$ cat config.mk
export PLATFORM = sky130hd
export DESIGN_NAME = pkt_rst_ctrl
export DESIGN_NICKNAME = d
export VERILOG_FILES = /design/src/rtl/prc_pkg.sv /design/src/rtl/prc_stage.sv /design/src/rtl/prc_track.sv /design/src/rtl/prc_seq.sv /design/src/rtl/pkt_rst_ctrl.sv
export SDC_FILE = /design/constraint.sdc
export NUM_CORES = 1
export LEC_CHECK = 0
export BUFFER_PORTS_ARGS = -buffer_cell sky130_fd_sc_hd__buf_2
export CORE_MARGIN = 10
export CORE_UTILIZATION = 34
export CTS_CLUSTER_SIZE = 20
export DETAILED_ROUTE_END_ITERATION = 7
export HOLD_SLACK_MARGIN = 0.12
export PLACE_DENSITY = 0.71
export SLEW_MARGIN = 20
export SYNTH_ARGS = -nofsm -noshare
export SYNTH_HDL_FRONTEND = slang
export SYNTH_SLANG_ARGS = --single-unit
$ cat constraint.sdc
create_clock -name clk -period 1.4 [get_ports clk]
set_input_delay 0.21 -clock clk [delete_from_list [all_inputs] [get_ports clk]]
set_output_delay 0.21 -clock clk [all_outputs]
set_load 0.005 [all_outputs]
$ cat src/rtl/prc_pkg.sv
package prc_pkg;

    typedef enum logic [1:0] {
        ST_RUN   = 2'd0,
        ST_WAIT  = 2'd1,
        ST_CLEAN = 2'd2
    } prc_state_e;

    typedef struct packed {
        logic flush;
        logic block;
        logic done;
    } prc_ctl_t;

    // Safe to empty the stage: upstream packet closed and the held beat
    // (if any) leaves downstream this cycle.
    function automatic logic drain_ok(input logic mid, input logic full, input logic take);
        return !mid && (!full || take);
    endfunction

endpackage

$ cat src/rtl/prc_stage.sv
module prc_stage #(
    parameter int DATA_W = 32
) (
    input  logic              clk,
    input  logic              flush,
    input  logic              in_valid,
    input  logic [DATA_W-1:0] in_data,
    input  logic              in_last,
    output logic              in_ready,
    output logic              out_valid,
    output logic [DATA_W-1:0] out_data,
    output logic              out_last,
    input  logic              out_ready
);
    localparam int BEAT_W = DATA_W + 1;

    logic              full_q;
    logic [BEAT_W-1:0] beat_q;
    logic              load;

    assign in_ready  = !full_q || out_ready;
    assign load      = in_valid && in_ready;
    assign out_valid = full_q;
    assign out_data  = beat_q[DATA_W-1:0];
    assign out_last  = beat_q[DATA_W];

    always_ff @(posedge clk) begin
        if (flush)          full_q <= 1'b0;
        else if (load)      full_q <= 1'b1;
        else if (out_ready) full_q <= 1'b0;
    end

    always_ff @(posedge clk) begin
        if (load) beat_q <= {in_last, in_data};
    end

    AST_HOLD_BEAT: assert property (@(posedge clk) disable iff (flush)
        (out_valid && !out_ready) |=> (out_valid && $stable(out_data) && $stable(out_last)));

    AST_FLUSH_EMPTY: assert property (@(posedge clk) disable iff (1'b0)
        flush |=> !out_valid);

endmodule

$ cat src/rtl/prc_track.sv
module prc_track (
    input  logic clk,
    input  logic clr,
    input  logic acc,
    input  logic acc_last,
    output logic mid
);
    logic mid_q;

    always_ff @(posedge clk) begin
        if (clr)      mid_q <= 1'b0;
        else if (acc) mid_q <= !acc_last;
    end

    assign mid = mid_q;

    AST_MID_OPEN: assert property (@(posedge clk) disable iff (clr)
        (acc && !acc_last) |=> mid);

endmodule

$ cat src/rtl/prc_seq.sv
module prc_seq
    import prc_pkg::*;
(
    input  logic       clk,
    input  logic       bus_rst,
    input  logic       logic_rst,
    input  logic       mid,
    input  logic       full,
    input  logic       take,
    output prc_ctl_t   ctl,
    output prc_state_e state
);
    prc_state_e state_q, state_d;
    logic       req;
    logic       clr_ok;

    assign req    = logic_rst || (state_q == ST_WAIT);
    assign clr_ok = drain_ok(mid, full, take);

    always_comb begin
        state_d = state_q;
        if (bus_rst)                 state_d = ST_CLEAN;
        else if (req)                state_d = clr_ok ? ST_CLEAN : ST_WAIT;
        else if (state_q == ST_CLEAN) state_d = ST_RUN;
    end

    always_ff @(posedge clk) begin
        state_q <= state_d;
    end

    always_comb begin
        ctl.flush = bus_rst || (req && clr_ok);
        ctl.block = bus_rst || (state_q == ST_CLEAN) || (req && !mid);
        ctl.done  = (state_q == ST_RUN);
    end

    assign state = state_q;

    AST_DONE_DROP: assert property (@(posedge clk) disable iff (1'b0)
        (bus_rst || logic_rst) |=> !ctl.done);

    AST_DONE_RISE: assert property (@(posedge clk) disable iff (bus_rst)
        $rose(ctl.done) |-> (!$past(logic_rst) && !$past(bus_rst)));

    AST_BUS_WINS: assert property (@(posedge clk) disable iff (1'b0)
        (bus_rst && state_q == ST_WAIT) |=> (state_q == ST_CLEAN));

endmodule

$ cat src/rtl/pkt_rst_ctrl.sv
module pkt_rst_ctrl
    import prc_pkg::*;
#(
    parameter int DATA_W = 32
) (
    input  logic              clk,
    input  logic              bus_rst,
    input  logic              logic_rst,
    input  logic              up_valid,
    input  logic [DATA_W-1:0] up_data,
    input  logic              up_last,
    output logic              up_ready,
    output logic              dn_valid,
    output logic [DATA_W-1:0] dn_data,
    output logic              dn_last,
    input  logic              dn_ready,
    output logic              rst_done
);
    prc_ctl_t   ctl;
    prc_state_e state;
    logic       stage_rdy;
    logic       stage_in_valid;
    logic       up_mid;
    logic       up_acc;

    assign stage_in_valid = up_valid && !ctl.block;
    assign up_ready       = stage_rdy && !ctl.block;
    assign up_acc         = up_valid && up_ready;
    assign rst_done       = ctl.done;

    prc_stage #(.DATA_W(DATA_W)) u_stage (
        .clk      (clk),
        .flush    (ctl.flush),
        .in_valid (stage_in_valid),
        .in_data  (up_data),
        .in_last  (up_last),
        .in_ready (stage_rdy),
        .out_valid(dn_valid),
        .out_data (dn_data),
        .out_last (dn_last),
        .out_ready(dn_ready)
    );

    prc_track u_track (
        .clk     (clk),
        .clr     (ctl.flush),
        .acc     (up_acc),
        .acc_last(up_last),
        .mid     (up_mid)
    );

    prc_seq u_seq (
        .clk      (clk),
        .bus_rst  (bus_rst),
        .logic_rst(logic_rst),
        .mid      (up_mid),
        .full     (dn_valid),
        .take     (dn_ready),
        .ctl      (ctl),
        .state    (state)
    );

    // Downstream packet tracker, used only by the checks below.
    logic dn_mid_q;
    always_ff @(posedge clk) begin
        if (bus_rst)                   dn_mid_q <= 1'b0;
        else if (dn_valid && dn_ready) dn_mid_q <= !dn_last;
    end

    AST_NO_TRUNC: assert property (@(posedge clk) disable iff (bus_rst)
        ctl.flush |-> (!dn_mid_q || (dn_valid && dn_ready && dn_last)));

    AST_NO_DROP: assert property (@(posedge clk) disable iff (bus_rst)
        ctl.flush |-> (!dn_valid || dn_ready));

    AST_BUS_CLEAR: assert property (@(posedge clk) disable iff (bus_rst)
        $past(bus_rst) |-> (!dn_valid && !rst_done));

    AST_GATE_NEW: assert property (@(posedge clk) disable iff (bus_rst)
        (state == ST_WAIT && !up_mid) |-> !up_ready);

    AST_IDLE_CLEAR: assert property (@(posedge clk) disable iff (bus_rst)
        (logic_rst && !up_mid && !dn_valid) |=> (!dn_valid && !rst_done));

endmodule

# After elaboration in Yosys (flattened, before gate mapping)
# Index checks and enable logic that the tools add are counted.
[word_totals]
regBits = 37
inputBits = 38
output_inout_bits = 36
word_cells = 30
[op_classes]
n_eq_ne = 2
mux = 5
n_reduce_logical = 19
[ops]
columns = ["cell", "n"]
rows = [
  ["$logic_and A1 B1 Y1", 7],
  ["$mux W2", 3],
  ["$logic_or A1 B1 Y1", 5],
  ["$logic_not A1 Y1", 4],
  ["$reduce_bool A2 Y1", 2],
  ["$eq A2 B1 Y1 const B", 1],
  ["$eq A2 B2 Y1 const B", 1],
  ["$logic_not A2 Y1", 1],
  ["$mux W1", 2],
]

# Logic depth before layout (Yosys ltp)
[depth]
depth_word = 8
depth_mapped = 4
depth_no_buf = 4

# Hierarchy
# From an unflattened synthesis, not the netlist that was laid out.
[hier_totals]
hier_cells = 61
hier_area_um2 = 1227.4
[by_module_without_submodules]
columns = ["mod", "instances", "cells_each", "area_each_um2", "seq_area_each_um2"]
rows = [
  ["prc_stage", 1, 38, 1046.0, 1011.0],
  ["prc_seq", 1, 17, 128.9, 40.0],
  ["prc_track", 1, 3, 31.3, 20.0],
  ["pkt_rst_ctrl", 1, 3, 21.3, 0.0],
]

# Least setup slack after synthesis
# OpenSTA, ideal clock, no wires.
[synth_path]
kind = "reg-to-reg"
start = "register u_stage.full_q, in the netlist u_stage.out_valid"
end = "register u_stage.beat_q[0] (enable)"
setup_time_ns = 0.345
t_arrival_ns = 1.133
required_time_ns = 1.055
path_slack_ns = -0.078
stages_incl_launch_ff = 4
n_path_buf = 0
period_less_slack_ns = 1.478
cell_sequence = "dfxtp_1 > nor2b_1 > nor4b_2 > and2_4"
[synth_between]
elab_chain_len = 3
[synth_rtl]
columns = ["element", "line", "source"]
rows = [
  ["start, declared", "prc_stage.sv:17", "logic full_q;"],
  ["start signal, assigned", "prc_stage.sv:28", "if (flush) full_q <= 1'b0;"],
  ["start signal, assigned", "prc_stage.sv:29", "else if (load) full_q <= 1'b1;"],
  ["start signal, assigned", "prc_stage.sv:30", "else if (out_ready) full_q <= 1'b0;"],
  ["$logic_not A1 Y1", "prc_stage.sv:21", "assign in_ready = !full_q || out_ready;"],
  ["$logic_or A1 B1 Y1", "prc_stage.sv:21", ""],
  ["$logic_and A1 B1 Y1", "prc_stage.sv:22", "assign load = in_valid && in_ready;"],
  ["named net u_stage.load", "prc_stage.sv:19", "logic load;"],
  ["end signal, assigned", "prc_stage.sv:34", "if (load) beat_q <= {in_last, in_data};"],
  ["end, declared", "prc_stage.sv:18", "logic [BEAT_W-1:0] beat_q;"],
]
# The timed path passes the listed nets, and every way through them passes these cells.
# A chain may end at the register's enable or synchronous reset.

# Worst setup path after layout
[layout_path]
start = "register u_seq.state_q[1], in the netlist u_seq.state[1]"
end = "output up_ready"
[layout_between]
elab_chain_len = 6
word_cells_on_any_way = 8
cone_classes = "eq/ne: 2; reduce/logical: 6"
[layout_rtl]
columns = ["element", "line", "source"]
rows = [
  ["start, declared", "prc_seq.sv:13", "prc_state_e state_q, state_d;"],
  ["start signal, assigned", "prc_seq.sv:28", "state_q <= state_d;"],
  ["$eq A2 B1 Y1", "prc_seq.sv:17", "assign req = logic_rst || (state_q == ST_WAIT);"],
  ["$logic_or A1 B1 Y1", "prc_seq.sv:17", ""],
  ["$logic_and A1 B1 Y1", "prc_seq.sv:33", "ctl.block = bus_rst || (state_q == ST_CLEAN) || (req && !mid);"],
  ["$logic_or A1 B1 Y1 (*)", "prc_seq.sv:33", ""],
  ["$logic_not A1 Y1 (*)", "pkt_rst_ctrl.sv:27", "assign up_ready = stage_rdy && !ctl.block;"],
  ["$logic_and A1 B1 Y1 (*)", "pkt_rst_ctrl.sv:27", ""],
  ["end, declared", "pkt_rst_ctrl.sv:12", "output logic up_ready,"],
]
# Every way passes the cells marked *; elsewhere a longest branch is shown, timed or not.

==> impl_metrics.toml <==
[power]
power_leakage_nw = 0.9299
power.ir.vdd_worst_uv = 356.7
sw_frac_of_total = 0.2046
cellInternalPower_mw = 1.565
pwr-share-comb = 0.116
clock_power_share = 0.258
power.density_nw_per_um2 = 885.6
power.net_switching_uw = 402.6
pwr-share-seq = 0.626

[timing]
final_sum_of_negative_setup_slack_ns = -2.246
fmax_mhz = 628.1
rsz0062_at_grt = "yes"
slew_headroom = 0.8506
tightest_slew_ns = 0.2232
final_critical_period_ns = 1.592
finalWorstSetupSlack_ns = -0.1920
slew_violations = 0
finalSetupViolCount = 34
finalClockSkew_ns = 0.009151
timing_hold_violations_final = 0
timing.final.crit_share = 1.137

[synth]
yosys_warnings = 0
seq_area_frac_synth = 0.8798
post_synth_instance_area_um2 = 1217
synth_top_cells_by_count = "33 x sky130_fd_sc_hd__edfxtp_1, 4 x sky130_fd_sc_hd__dfxtp_1, 3 x sky130_fd_sc_hd__nor2_1"
synth.lib_cells_used.distinct = 17
synth.ff_latch_count = 37
synth.top_cell.area_share = 0.8140
synthMostInstantiatedCell = "sky130_fd_sc_hd__edfxtp_1"
dominantRegCellSynth = "sky130_fd_sc_hd__edfxtp_1"
async_flop_share = 0
synthDominantAreaCellType = "sky130_fd_sc_hd__edfxtp_1"
syn_avg_cell_area_um2 = 21.74
ys_top_cells_by_area = "sky130_fd_sc_hd__edfxtp_1 81%, sky130_fd_sc_hd__dfxtp_1 6.6%, sky130_fd_sc_hd__nor2b_4 2.3%"
mappedNetlistNets = 94
post_synth_inst_count = 56
synth_edf_count = 33

[layout]
nNetsFinal = 218
syn_to_final_growth_pct = 82.53
utilization = 0.6556
area_used_by_multi_input_combinational_logic_um2 = 175.2
fill_cells = 240
seqCellArea_um2 = 1075
num_antenna_cells = 0
final_layout_size_suffix_gt1_frac = 0.5635
final-instance-count-excl-fill = 227

[detailed_routing]
dr_total_vias = 960
drt_first_iter_violations = 34
drt-wirelength-per-cell_um = 17.17
drtAntennaViolNets = 0
drc = 0
drt_first_pass_iters = 4
routed_wirelength_um = 3898
detail_route.vias_per_cell = 4.229

[outcome]
result_of_the_run = "finished with violations"
failed_checks = "setup timing"

[clock_tree]
htree_num_levels = 2
tritoncts = "done"
cts_buffer_depth = 2
cts-buffers-inserted = 5
cts-root-buf = "sky130_fd_sc_hd__clkbuf_4"
worstSkewPairLatency_ns = 0.33
cts.sinks = 37
clkTransAtPathRegs_ns = 0.11

[place]
gp_routability_congestion = 0.8153
pre_cts_ws_ns = -0.04660
dp_hpwl_um = 2533
numPlacedInstances = 180
port_buffers = 73

[global_routing]
first_global_vias = 1053
grt_max_degree = 22
grt_pass1_wl_um = 5706
globalRouteOverflowTotal = 0
antenna_found_initial = 0
grt_usage = 0.1207

[worst_hold_path]
hold_class = "input port to flip-flop"

[setup_path]
timing.critical_path.required_ns = 1.19
crit_arrival_ns = 1.38
critical_path.max_fanout = 3
startpoint_type = "flip-flop"
setup.worst_path.class = "flip-flop to output pin"
endpoint_kind = "output pin"

[floorplan]
dieArea_um2 = 6374
row_count = 21
top_level_ports = 74
floorplan.core_area_um2 = 3390
dieWidth_um = 79.84
floorplan.initialDensity = 0.3592
die_h_um = 79.84

[run]
max_cap_violations = 0
==> critical path, cell delays in order, from the launching register on <==
cell and delay (ns):
sky130_fd_sc_hd__dfxtp_2 0.35, sky130_fd_sc_hd__buf_6 0.10, sky130_fd_sc_hd__nor2b_4 0.04, sky130_fd_sc_hd__o21ba_4 0.20, sky130_fd_sc_hd__nor4_2 0.21, sky130_fd_sc_hd__buf_2 0.15
==> registers in the layout, indices dropped and copies added (netlist names) <==
register / flops
u_stage.out_valid: 1
u_track.mid: 1
u_stage.beat_q: 33
u_seq.state: 2
==> cells in the final DEF (no fill, tap or decap), types with 2 or more instances in the layout <==
master,netlist,routed
sky130_fd_sc_hd__a21oi_1,2,2
sky130_fd_sc_hd__nor2b_4,2,3
sky130_fd_sc_hd__clkbuf_4,0,5
sky130_fd_sc_hd__nor2_1,3,3
sky130_fd_sc_hd__clkbuf_16,0,3
sky130_fd_sc_hd__edfxtp_1,33,33
sky130_fd_sc_hd__buf_2,0,73
sky130_fd_sc_hd__buf_4,0,4
sky130_fd_sc_hd__dlygate4sd3_1,0,33
sky130_fd_sc_hd__buf_12,0,2
sky130_fd_sc_hd__clkinv_2,0,2
sky130_fd_sc_hd__dfxtp_2,0,3
sky130_fd_sc_hd__buf_6,0,2
==> power groups by stage <==
stage	sequential (mW)	combinational, mW	clock [mW]
2_1_floorplan	1.26	0.0304	0
3_3_place_gp	1.25	0.123	0
3_5_place_dp	1.26	0.131	0
4_1_cts	1.23	0.210	0.531
5_1_grt	1.23	0.247	0.568
6_report	1.23	0.228	0.509
==> stage by stage <==
| step | hold WS, ns | total power [mW] | instance area, µm² |
|---|---|---|---|
| 2_1_floorplan | 0.2989 | 1.291 | 1226 |
| 3_3_place_gp | 0.3867 | 1.378 | 1712 |
| 3_5_place_dp | 0.3881 | 1.387 | 1712 |
| 4_1_cts | 0.1336 | 1.973 | 2120 |
| 5_1_grt | 0.1469 | 2.049 | 2222 |
| 6_report | 0.1483 | 1.968 | 2222 |
==> layer usage <==
layer,track usage,share of wire
met3,0.06982,0.11
met2,0.2015,0.49
met1,0.1257,0.39
met5,0,0
met4,0.03697,0.0059
==> final cells by class <==
| cell class | instances | share of cell area |
|---|---|---|
| Multi-Input combinational cell | 19 | 0.07883 |
| Sequential cell | 37 | 0.4837 |
| Timing Repair Buffer | 117 | 0.3885 |
| Clock inverter | 2 | 0.004505 |
| Clock buffer | 6 | 0.01858 |
| Tap cell | 46 | 0.02590 |
==> worst paths after layout <==
check,endpoint,slack [ns],start,cells past startpoint
worst min-delay path,u_seq.state[1],0.15,logic_rst,2
worst max-delay path,up_ready,-0.19,u_seq.state[1],5
worst max register to register,u_stage.beat_q[20],-0.08,u_stage.out_valid,4
worst min register to register,u_track.mid,0.58,u_track.mid,2
==> kinds of logic after synthesis <==
kind of cell       synth area share
DFF                          0.8798
and+or+nand+nor             0.07092
AOI/OAI and AO/OA           0.04933
==> repair_timing <==
| item | 4_1_cts | 5_1_grt |
|---|---|---|
| hold buffers | 33 | 0 |
| endpoints found under the hold margin | 34 | 0 |
| pin swaps | 2 | 2 |
| buffers inserted | 1 | 1 |
| gates resized for setup | 6 | 1 |
| gates cloned | 0 | 4 |
| endpoints found under the setup margin | 34 | 36 |
(Power assumes the default switching activity.)
